===== src/rtl/pwm_shadow_gen.sv =====
module pwm_shadow_gen #(
  parameter int CW  = 16,
  parameter int PSW = 8,
  parameter int DSW = 3
) (
  input  logic           clk,
  input  logic           rst_n,
  input  logic           en,
  input  logic [PSW-1:0] prescale,
  input  logic [DSW-1:0] div_sel,
  input  logic           per_wr,
  input  logic [CW-1:0]  per_in,
  input  logic           cmp_wr,
  input  logic [CW-1:0]  cmp_in,
  output logic           pwm_out
);
  localparam int DCW = 4;

  logic [PSW-1:0] pre_cnt;
  logic [DCW-1:0] div_cnt, div_mask;
  logic [CW-1:0]  sh_per, sh_cmp, act_per, act_cmp, cnt;
  logic           pre_hit, tick, wrap;

  always_comb begin
    case (div_sel)
      3'd0:    div_mask = 4'h0;
      3'd1:    div_mask = 4'h1;
      3'd2:    div_mask = 4'h3;
      3'd3:    div_mask = 4'h7;
      default: div_mask = 4'hF;
    endcase
  end

  assign pre_hit = pre_cnt == prescale;
  assign tick    = pre_hit && ((div_cnt & div_mask) == div_mask);
  assign wrap    = tick && cnt == '0;
  assign pwm_out = en && cnt <= act_cmp;

  always_ff @(posedge clk or negedge rst_n) begin
    if (!rst_n) begin
      pre_cnt <= '0;
      div_cnt <= '0;
    end else if (!en) begin
      pre_cnt <= '0;
      div_cnt <= '0;
    end else if (pre_hit) begin
      pre_cnt <= '0;
      div_cnt <= tick ? '0 : div_cnt + 1'b1;
    end else begin
      pre_cnt <= pre_cnt + 1'b1;
    end
  end

  always_ff @(posedge clk or negedge rst_n) begin
    if (!rst_n) begin
      sh_per <= '0;
      sh_cmp <= '0;
    end else begin
      if (per_wr) sh_per <= per_in;
      if (cmp_wr) sh_cmp <= cmp_in;
    end
  end

  always_ff @(posedge clk or negedge rst_n) begin
    if (!rst_n) begin
      act_per <= '0;
      act_cmp <= '0;
      cnt     <= '0;
    end else if (!en || wrap) begin
      act_per <= sh_per;
      act_cmp <= sh_cmp;
      cnt     <= sh_per;
    end else if (tick) begin
      cnt <= cnt - 1'b1;
    end
  end
endmodule



===== config.mk =====
export PLATFORM = sky130hd
export DESIGN_NAME = pwm_shadow_gen
export DESIGN_NICKNAME = d
export VERILOG_FILES = /design/src/rtl/pwm_shadow_gen.sv
export SDC_FILE = /design/constraint.sdc
export NUM_CORES = 1
export LEC_CHECK = 0
export ABC_AREA = 1
export BUFFER_PORTS_ARGS = -buffer_cell sky130_fd_sc_hd__buf_4
export CAP_MARGIN = 20
export CORE_MARGIN = 8
export CORE_UTILIZATION = 30
export DETAILED_ROUTE_END_ITERATION = 12
export SLEW_MARGIN = 20
export SYNTH_ARGS = -nofsm -noshare
export SYNTH_HDL_FRONTEND = slang
export SYNTH_SLANG_ARGS = --single-unit

===== constraint.sdc =====
create_clock -name clk -period 1.5 [get_ports clk]
set_input_delay 0.225 -clock clk [delete_from_list [all_inputs] [get_ports clk]]
set_output_delay 0.225 -clock clk [all_outputs]
set_load 0.02 [all_outputs]

==> parameters.txt, run 1 <==
Parameter                              Value

Run status
  Run status    finished, violations left
  Violations in the final reports    setup timing

Timing
  Top achievable clock speed    480 MHz
  Number of hold violations in the final report    0
  Final WS setup    -0.583 ns
  Unrepaired setup endpoints after global routing    yes
  Headroom to the max-slew limit    72.0%
  Clock period minus final worst setup slack    2.08 ns
  Count of final max-slew check failures    0
  Final setup fails    34
  Tcrit/Tclk final    139%
  Largest clock skew in the final design    0.00668 ns
  Actual transition at the worst max-transition pin    0.420 ns
  Worst-case hold slack    0.113 ns

Layout
  Antenna Diode Count    0
  Layout Cell Area excl Fill    6340 um^2
  Area Growth Syn to Fin    49.9%
  Final nets    671
  Fill count    1261
  Non-filler cells, final    789
  Fraction of final layout cells sized beyond drive strength 1    47.1%

Setup path
  Cell with the biggest individual delay on the critical path    dfrtp_2
  R2R Path Start    cnt[1]$_DFFE_PN0P_
  Kind of start point of the critical path    flop
  Launch point of the worst path    cnt[7]$_DFFE_PN0P_
  Worst endpoint required time    1.27 ns
  Cells along the critical path    ha_4 > nand4_1 > nor3_2 > nand2_1 > a21oi_4 > buf_6
  Critical path endpoint category    primary output
  Largest incremental delay on the critical path    0.46 ns
  Category of the most critical setup path    reg -> out
  Count of cells along the worst register-to-register path    12
  Arrival time at the worst endpoint    1.86 ns
  Highest fanout seen on the critical path    3
  Terminus of the critical flop-to-flop path    act_cmp[5]$_DFFE_PN0P_
  Kind of cell adding the most delay to the critical path    flip-flops
  Count of buffering cells on the critical path with inverters included    1
  R2R Setup Slk    -0.23 ns

Clock network
  Worst skew pair latency    0.34 ns
  Total CTS buffers    9
  Number of levels in the clock H-tree    3
  Clock slew at reported path FFs    0.06 ns
  CTS Sinks    76
  Bufs on Longest Clock Path    2
  CTS root buf    clkbuf_16
  Clock tree from TritonCTS    built

Global routing
  Initial antenna violation count    0
  First-pass GRT wire length    18.8 mm
  Vias in the first global route    3938
  Global-route usage over all layers    13.0%
  Total global routing overflow    0
  Maximum number of pins on one net before global-route repair    77

Logic synthesis
  Register bit count reported by yosys    76
  Number of enable-type register cells in the synthesized netlist    0
  Total nets after synthesis    554
  Fraction of the yosys area taken by sequential cells    45.0%
  Synth Instances    487
  Most used flip-flop cell after synthesis    dfrtp_1
  Largest cells by area after synthesis    dfrtp_1, nand2_1, nand3_1
  Total number of yosys warnings    0
  Average cell area after synthesis    8.68 um^2
  Library cells used by synthesis    29
  Area of the mapped netlist    4230 um^2
  Asr flop ratio synth    100%
  Largest area contributor in the netlist    dfrtp_1
  Area share of the largest cell type after synthesis    45.0%

Placement
  Half-perimeter wire length of the detailed placement result    8.04 mm
  Post-Place Cells    753
  Port buffer count    48
  Final GP Congestion    0.827
  Pre-CTS setup slack    -0.332 ns
  DP Area    5190 um^2

Hold path
  Class of the tightest hold or removal check    in -> reg
  Worst hold stages    2
  Startpoint of the lowest-slack hold path    cmp_in[14]
  Endpoint, Worst Hold    sh_cmp[14]$_DFFE_PN0P_

Route
  Antenna violation net count after detailed routing    0
  Number of DRC markers in iteration 0    138
  Post-Route WL    11.6 mm
  Avg WL per Cell    14.8 um
  Number of vias in the routed layout    3817
  Number of search-and-repair iterations in the first detailed-routing pass    5
  Via density    4.84
  Number of design rule violations left after detail routing    0

Die
  Core Area    13800 um^2
  Starting Density    30.6%
  Horizontal extent of the die    135 um
  Row count    43
  Total Die Area    18100 um^2
  Die Y-Extent    135 um
  I/O pin count    49

Flow run
  Reported max-cap violation count    0

Pwr
  Max rail drop VDD    0.000612 V
  Power density relative to cell area    1020 nW/um^2
  P_leak    3.05 nW
worst max-delay path by stage:
| stage | to | slack, ns | depth (start not counted) |
|---|---|---|---|
| 2_1_floorplan | pwm_out | -0.07 | 8 |
| 3_3_place_gp | pwm_out | -0.32 | 6 |
| 3_5_place_dp | pwm_out | -0.33 | 6 |
| 4_1_cts | pwm_out | -0.57 | 10 |
| 5_1_grt | pwm_out | -0.67 | 10 |
| 6_report | pwm_out | -0.58 | 6 |
state kept, by name, indices dropped and copies added (netlist names):
register / flops
pre_cnt: 8
sh_cmp: 16
div_cnt: 4
sh_per: 16
act_cmp: 16
cnt: 16
metal layers:
metal,vias to the layer above,share of wire [%],GRT usage (%)
li1,1870,-,-
met1,1852,43,15.3
met2,71,50,22.3
met3,24,3.5,3.42
met4,0,2.8,4.80
met5,-,0,0
where the power goes:
group	total, mW	switching, mW	internal, mW
Combinational	1.77	0.894	0.873
Clock	2.24	0.860	1.38
Sequential	2.43	0.167	2.27
Total	6.44	1.92	4.52
stage by stage:
step           power [mW]  util [%]  setup TNS [ns]
3_3_place_gp         3.79      37.6           -4.14
2_1_floorplan        3.23         -           -1.11
6_report             6.44      45.8           -5.94
3_5_place_dp         3.82      37.6           -5.59
4_1_cts              6.25      42.3           -5.52
5_1_grt              6.83      45.8           -8.82
placed cells by master, fill, tap and decap left out, drive strengths merged:
master	count
mux2	32
a31oi	1
bufinv	1
o21ai	11
nor3b	2
nand3	77
clkinvlp	1
nand4	22
nor3	6
clkinv	3
xor2	5
nor2	36
dfrtp	76
nand2	111
inv	52
buf	121
a21oi	11
xnor2	7
nand3b	2
ha	19
clkbuf	12
dlygate4sd3	1
Yosys cell counts, types with 2 or more instances:
library cell / instances
a21oi_1: 11
buf_2: 4
buf_4: 6
buf_6: 2
clkbuf_1: 5
dfrtp_1: 76
ha_1: 19
inv_1: 50
inv_2: 2
mux2_2: 32
nand2_1: 106
nand2_2: 2
nand2_4: 2
nand3_1: 76
nand3b_1: 2
nand4_1: 21
nor2_1: 32
nor2_2: 2
nor2_4: 2
nor3_1: 6
nor3b_1: 2
o21ai_0: 10
xnor2_1: 7
xor2_1: 5
final cells by class:
cell class                 instances  area [um^2]  area share (%)
clock buffer                      11          253            3.99
clock inverter                     5         60.1           0.947
inverter                          52          205            3.24
multi-input combinational        342         2580            40.6
sequential                        76         1900            30.0
tap                              180          225            3.55
timing repair buffer             123         1110            17.6
timing repair:
item / in CTS / in global routing
endpoints found under the hold margin: 76 / 0
pin swaps: 5 / 41
setup endpoints to repair: 38 / 43
gates resized for setup: 49 / 100
gates cloned: 4 / 2
hold buffers: 1 / 0
setup buffers: 4 / 10
logic make-up (layout without fill, tap and decap cells):
family,Yosys count,in the layout,synth area share [%]
AND/OR/NAND/NOR,255,256,28.1
flip-flops,76,76,45.0
adder cells (fa/ha/maj),19,19,5.62
AO/OA/AOI/OAI,23,23,3.02
buffers and inverters,70,191,7.22
XOR/XNOR,12,12,2.49
multiplexers,32,32,8.52
No activity file was read; power rests on OpenSTA's default activity.
==> run 2: changes to the inputs <==
--- a/config.mk
+++ b/config.mk
@@ -5,7 +5,7 @@
 export SDC_FILE = /design/constraint.sdc
 export NUM_CORES = 1
 export LEC_CHECK = 0
-export ABC_AREA = 1
+export ABC_AREA = 0
 export BUFFER_PORTS_ARGS = -buffer_cell sky130_fd_sc_hd__buf_4
 export CAP_MARGIN = 20
 export CORE_MARGIN = 8
==> run 2 against run 1 <==
Effect of this change: the flow still finishes with violations (setup timing); first-iteration DRC count rose by 25%; core utilization rose by 1.3 points; sequential share of layout area rose by 1.9 points; clock power rose by 4%; maximum frequency fell by 14%; setup slack got worse by 0.33 ns; count of clock-buffer cells in the layout rose by 1; cell area fell by 6.2%; synthesized area fell by 8.4%; sequential cell count did not move; highest routed layer unchanged.
==> parameters.txt, run 2 <==
Parameter                              Value

Run status
  Run status    finished, violations left
  Violations in the final reports    setup timing

Setup path
  Worst endpoint required time    1.27 ns (about the same)
  Category of the most critical setup path    reg -> out
  Kind of start point of the critical path    flop
  Critical path endpoint category    primary output
  Kind of cell adding the most delay to the critical path    flip-flops
  Count of buffering cells on the critical path with inverters included    2 (+1)
  Arrival time at the worst endpoint    2.18 ns (+0.32 ns)
  Cells along the critical path    buf_4 > ha_1 > nand4_1 > nor2_2 > nand2_2 > o21a_1 > a311oi_4 > buf_6
  Highest fanout seen on the critical path    4 (+1)
  Cell with the biggest individual delay on the critical path    dfrtp_1
  Largest incremental delay on the critical path    0.43 ns (-0.03 ns)

Timing
  Final WS setup    -0.910 ns (-0.327 ns)
  Final setup fails    45 (+32%)
  Top achievable clock speed    415 MHz (-14%)
  Largest clock skew in the final design    0.00633 ns (-0.000356 ns)
  Post-Route Setup TNS    -26.09 ns (-20.15 ns)
  Clock period minus final worst setup slack    2.41 ns (+0.327 ns)
  Unrepaired setup endpoints after global routing    yes
  Actual transition at the worst max-transition pin    0.438 ns (+0.0181 ns)
  Count of final max-slew check failures    0 (unchanged)
  Number of hold violations in the final report    0 (unchanged)
  Headroom to the max-slew limit    70.8% (-1.2 points)
  Tcrit/Tclk final    161% (+22 points)

Die
  Row count    41 (-4.7%)
  Core Area    12600 um^2 (-8.7%)
  Horizontal extent of the die    130 um (-3.8%)
  Die Y-Extent    130 um (-3.8%)
  Total Die Area    16800 um^2 (-7.4%)
  I/O pin count    49 (unchanged)
  Starting Density    30.7% (+0.10 points)

Route
  Met2 layer wire length in the routed design    5.41 mm (-7.9%)
  Antenna violation net count after detailed routing    0 (unchanged)
  Met1 wire length    4.95 mm (-1.8%)
  Number of DRC markers in iteration 0    172 (+25%)
  Avg WL per Cell    15.7 um (+6.2%)
  DR WL met3    408 um (+0.25%)
  Number of vias in the routed layout    3256 (-15%)
  Post-Route WL    10.9 mm (-6.4%)
  Number of search-and-repair iterations in the first detailed-routing pass    4 (-1)
  Number of design rule violations left after detail routing    0 (unchanged)
  Via density    4.68 (-3.3%)
  Highest layer used for signal routing    met4

Pwr
  P_leak    2.70 nW (-11%)
  Max rail drop VDD    0.000471 V (-23%)
  Power density relative to cell area    1010 nW/um^2 (-0.49%)

Clock network
  Clock slew at reported path FFs    0.06 ns (about the same)
  CTS root buf    clkbuf_16
  Number of levels in the clock H-tree    3 (unchanged)
  Clock tree from TritonCTS    built
  Bufs on Longest Clock Path    2 (unchanged)
  Worst skew pair latency    0.34 ns (about the same)
  Total CTS buffers    9 (unchanged)
  CTS Sinks    76 (unchanged)

Placement
  Post-Place Cells    656 (-13%)
  Pre-CTS setup slack    -0.736 ns (-0.404 ns)
  Half-perimeter wire length of the detailed placement result    7.84 mm (-2.4%)
  Port buffer count    48 (unchanged)
  Final GP Congestion    0.850 (+2.8%)

Global routing
  Vias in the first global route    3426 (-13%)
  Global-route usage over all layers    12.9% (-0.12 points)
  Maximum number of pins on one net before global-route repair    34 (-56%)
  Total global routing overflow    0 (unchanged)
  Initial antenna violation count    0 (unchanged)
  First-pass GRT wire length    16.8 mm (-11%)

Layout
  Most used cells in the layout excluding fill and tap cells    buf_4, dfrtp_1, nand2_1
  Non-filler cells, final    696 (-12%)
  Most common cell after layout, fill and taps aside    buf_4
  Fraction of final layout cells sized beyond drive strength 1    48.3% (+1.2 points)
  Antenna Diode Count    0 (unchanged)
  Area Growth Syn to Fin    53.7%
  Final nets    586 (-13%)

Logic synthesis
  Synth Instances    366 (-25%)
  Fraction of the yosys area taken by sequential cells    49.1% (+4.1 points)
  Number of enable-type register cells in the synthesized netlist    0 (unchanged)
  Total nets after synthesis    433 (-22%)
  Largest cells by area after synthesis    dfrtp_1, mux2_2, ha_1
  Library cells used by synthesis    49 (+69%)
  Area share of the largest cell type after synthesis    49.1% (+4.1 points)
  Asr flop ratio synth    100% (unchanged)
  Most used flip-flop cell after synthesis    dfrtp_1
  Register bit count reported by yosys    76 (unchanged)
  Largest area contributor in the netlist    dfrtp_1
  Most used standard cell by instance count after synthesis    dfrtp_1
  Average cell area after synthesis    10.6 um^2 (+22%)
  Commonest cells in the netlist    dfrtp_1, nand2_1, mux2_2
  Total number of yosys warnings    0 (unchanged)
  Area of the mapped netlist    3870 um^2 (-8.4%)

Hold path
  Class of the tightest hold or removal check    in -> reg

Flow run
  Reported max-cap violation count    0 (unchanged)
run 2: kinds of logic after synthesis:
logic type / after synthesis / synth area share (%)
DFF: 76 / 49.1
buffers and inverters: 34 / 3.98
xor gates and xnor gates: 21 / 4.75
and+or+nand+nor: 123 / 16.5
muxes: 32 / 9.31
AOI/OAI and AO/OA: 61 / 10.2
adders and majority gates: 19 / 6.14
run 2: power breakdown:
group          leakage, nW  switching [mW]  total, mW  internal [mW]
logic                 1.63           0.596       1.31          0.709
registers            0.920           0.130       2.38           2.25
clock network        0.153           0.830       2.33           1.50
total                 2.70            1.56       6.01           4.46
run 2: layout make-up:
cell class,count,area (um^2)
well taps,172,215
fillers,1255,6670
clock inverters,4,72.6
inverters,20,75.1
clock buffers,12,246
flip-flops and latches,76,1900
multi-input cells,257,2130
repair buffers,155,1310
run 2: path summary, 6_finish.rpt:
| kind | start | to | slack, ns | cells after the start |
|---|---|---|---|---|
| min | per_in[3] | sh_per[3]$_DFFE_PN0P_ | 0.12 | 2 |
| max | cnt[3]$_DFFE_PN0P_ | pwm_out | -0.91 | 8 |
| max reg2reg | cnt[1]$_DFFE_PN0P_ | cnt[15]$_DFFE_PN0P_ | -0.76 | 10 |
| min in group asynchronous | rst_n | sh_cmp[1]$_DFFE_PN0P_ | 0.37 | 2 |
| max in group asynchronous | rst_n | sh_per[9]$_DFFE_PN0P_ | 0.60 | 3 |
| min reg2reg | act_cmp[0]$_DFFE_PN0P_ | act_cmp[0]$_DFFE_PN0P_ | 0.47 | 2 |
run 2: what timing repair did:
item                                    CTS  global route
buffers inserted                          6            13
hold buffers                              1             0
resized for setup                        34            43
endpoints found under the setup margin   45            45
gates cloned                              0             4
pin swaps                                15            13
endpoints found under the hold margin    26             0
run 2: per-layer routing:
metal | GRT usage (%) | vias up
li1 | - | 1605
met1 | 16.1 | 1593
met2 | 21.0 | 48
met3 | 3.41 | 10
met4 | 4.71 | 0
met5 | 0 | -
run 2: worst reg2reg max path, cell delays in order, from the launching register on:
cell	delay [ns]
dfrtp_1	0.39
inv_1	0.10
ha_4	0.13
or4b_4	0.47
nor3_4	0.19
nand3_4	0.14
o31ai_4	0.25
buf_6	0.19
buf_4	0.14
nand2_1	0.08
o311ai_1	0.08
run 2: through the flow:
stage,hold slack [ns],utilization [%],total power [mW],cell area [um^2]
finish,0.117,47.1,6.01,5950
global placement,0.190,40.0,3.47,5050
detailed placement,0.194,40.0,3.50,5050
CTS,0.101,44.2,5.99,5580
global route,0.102,47.1,6.32,5950
floorplan,-0.0706,-,2.93,3910
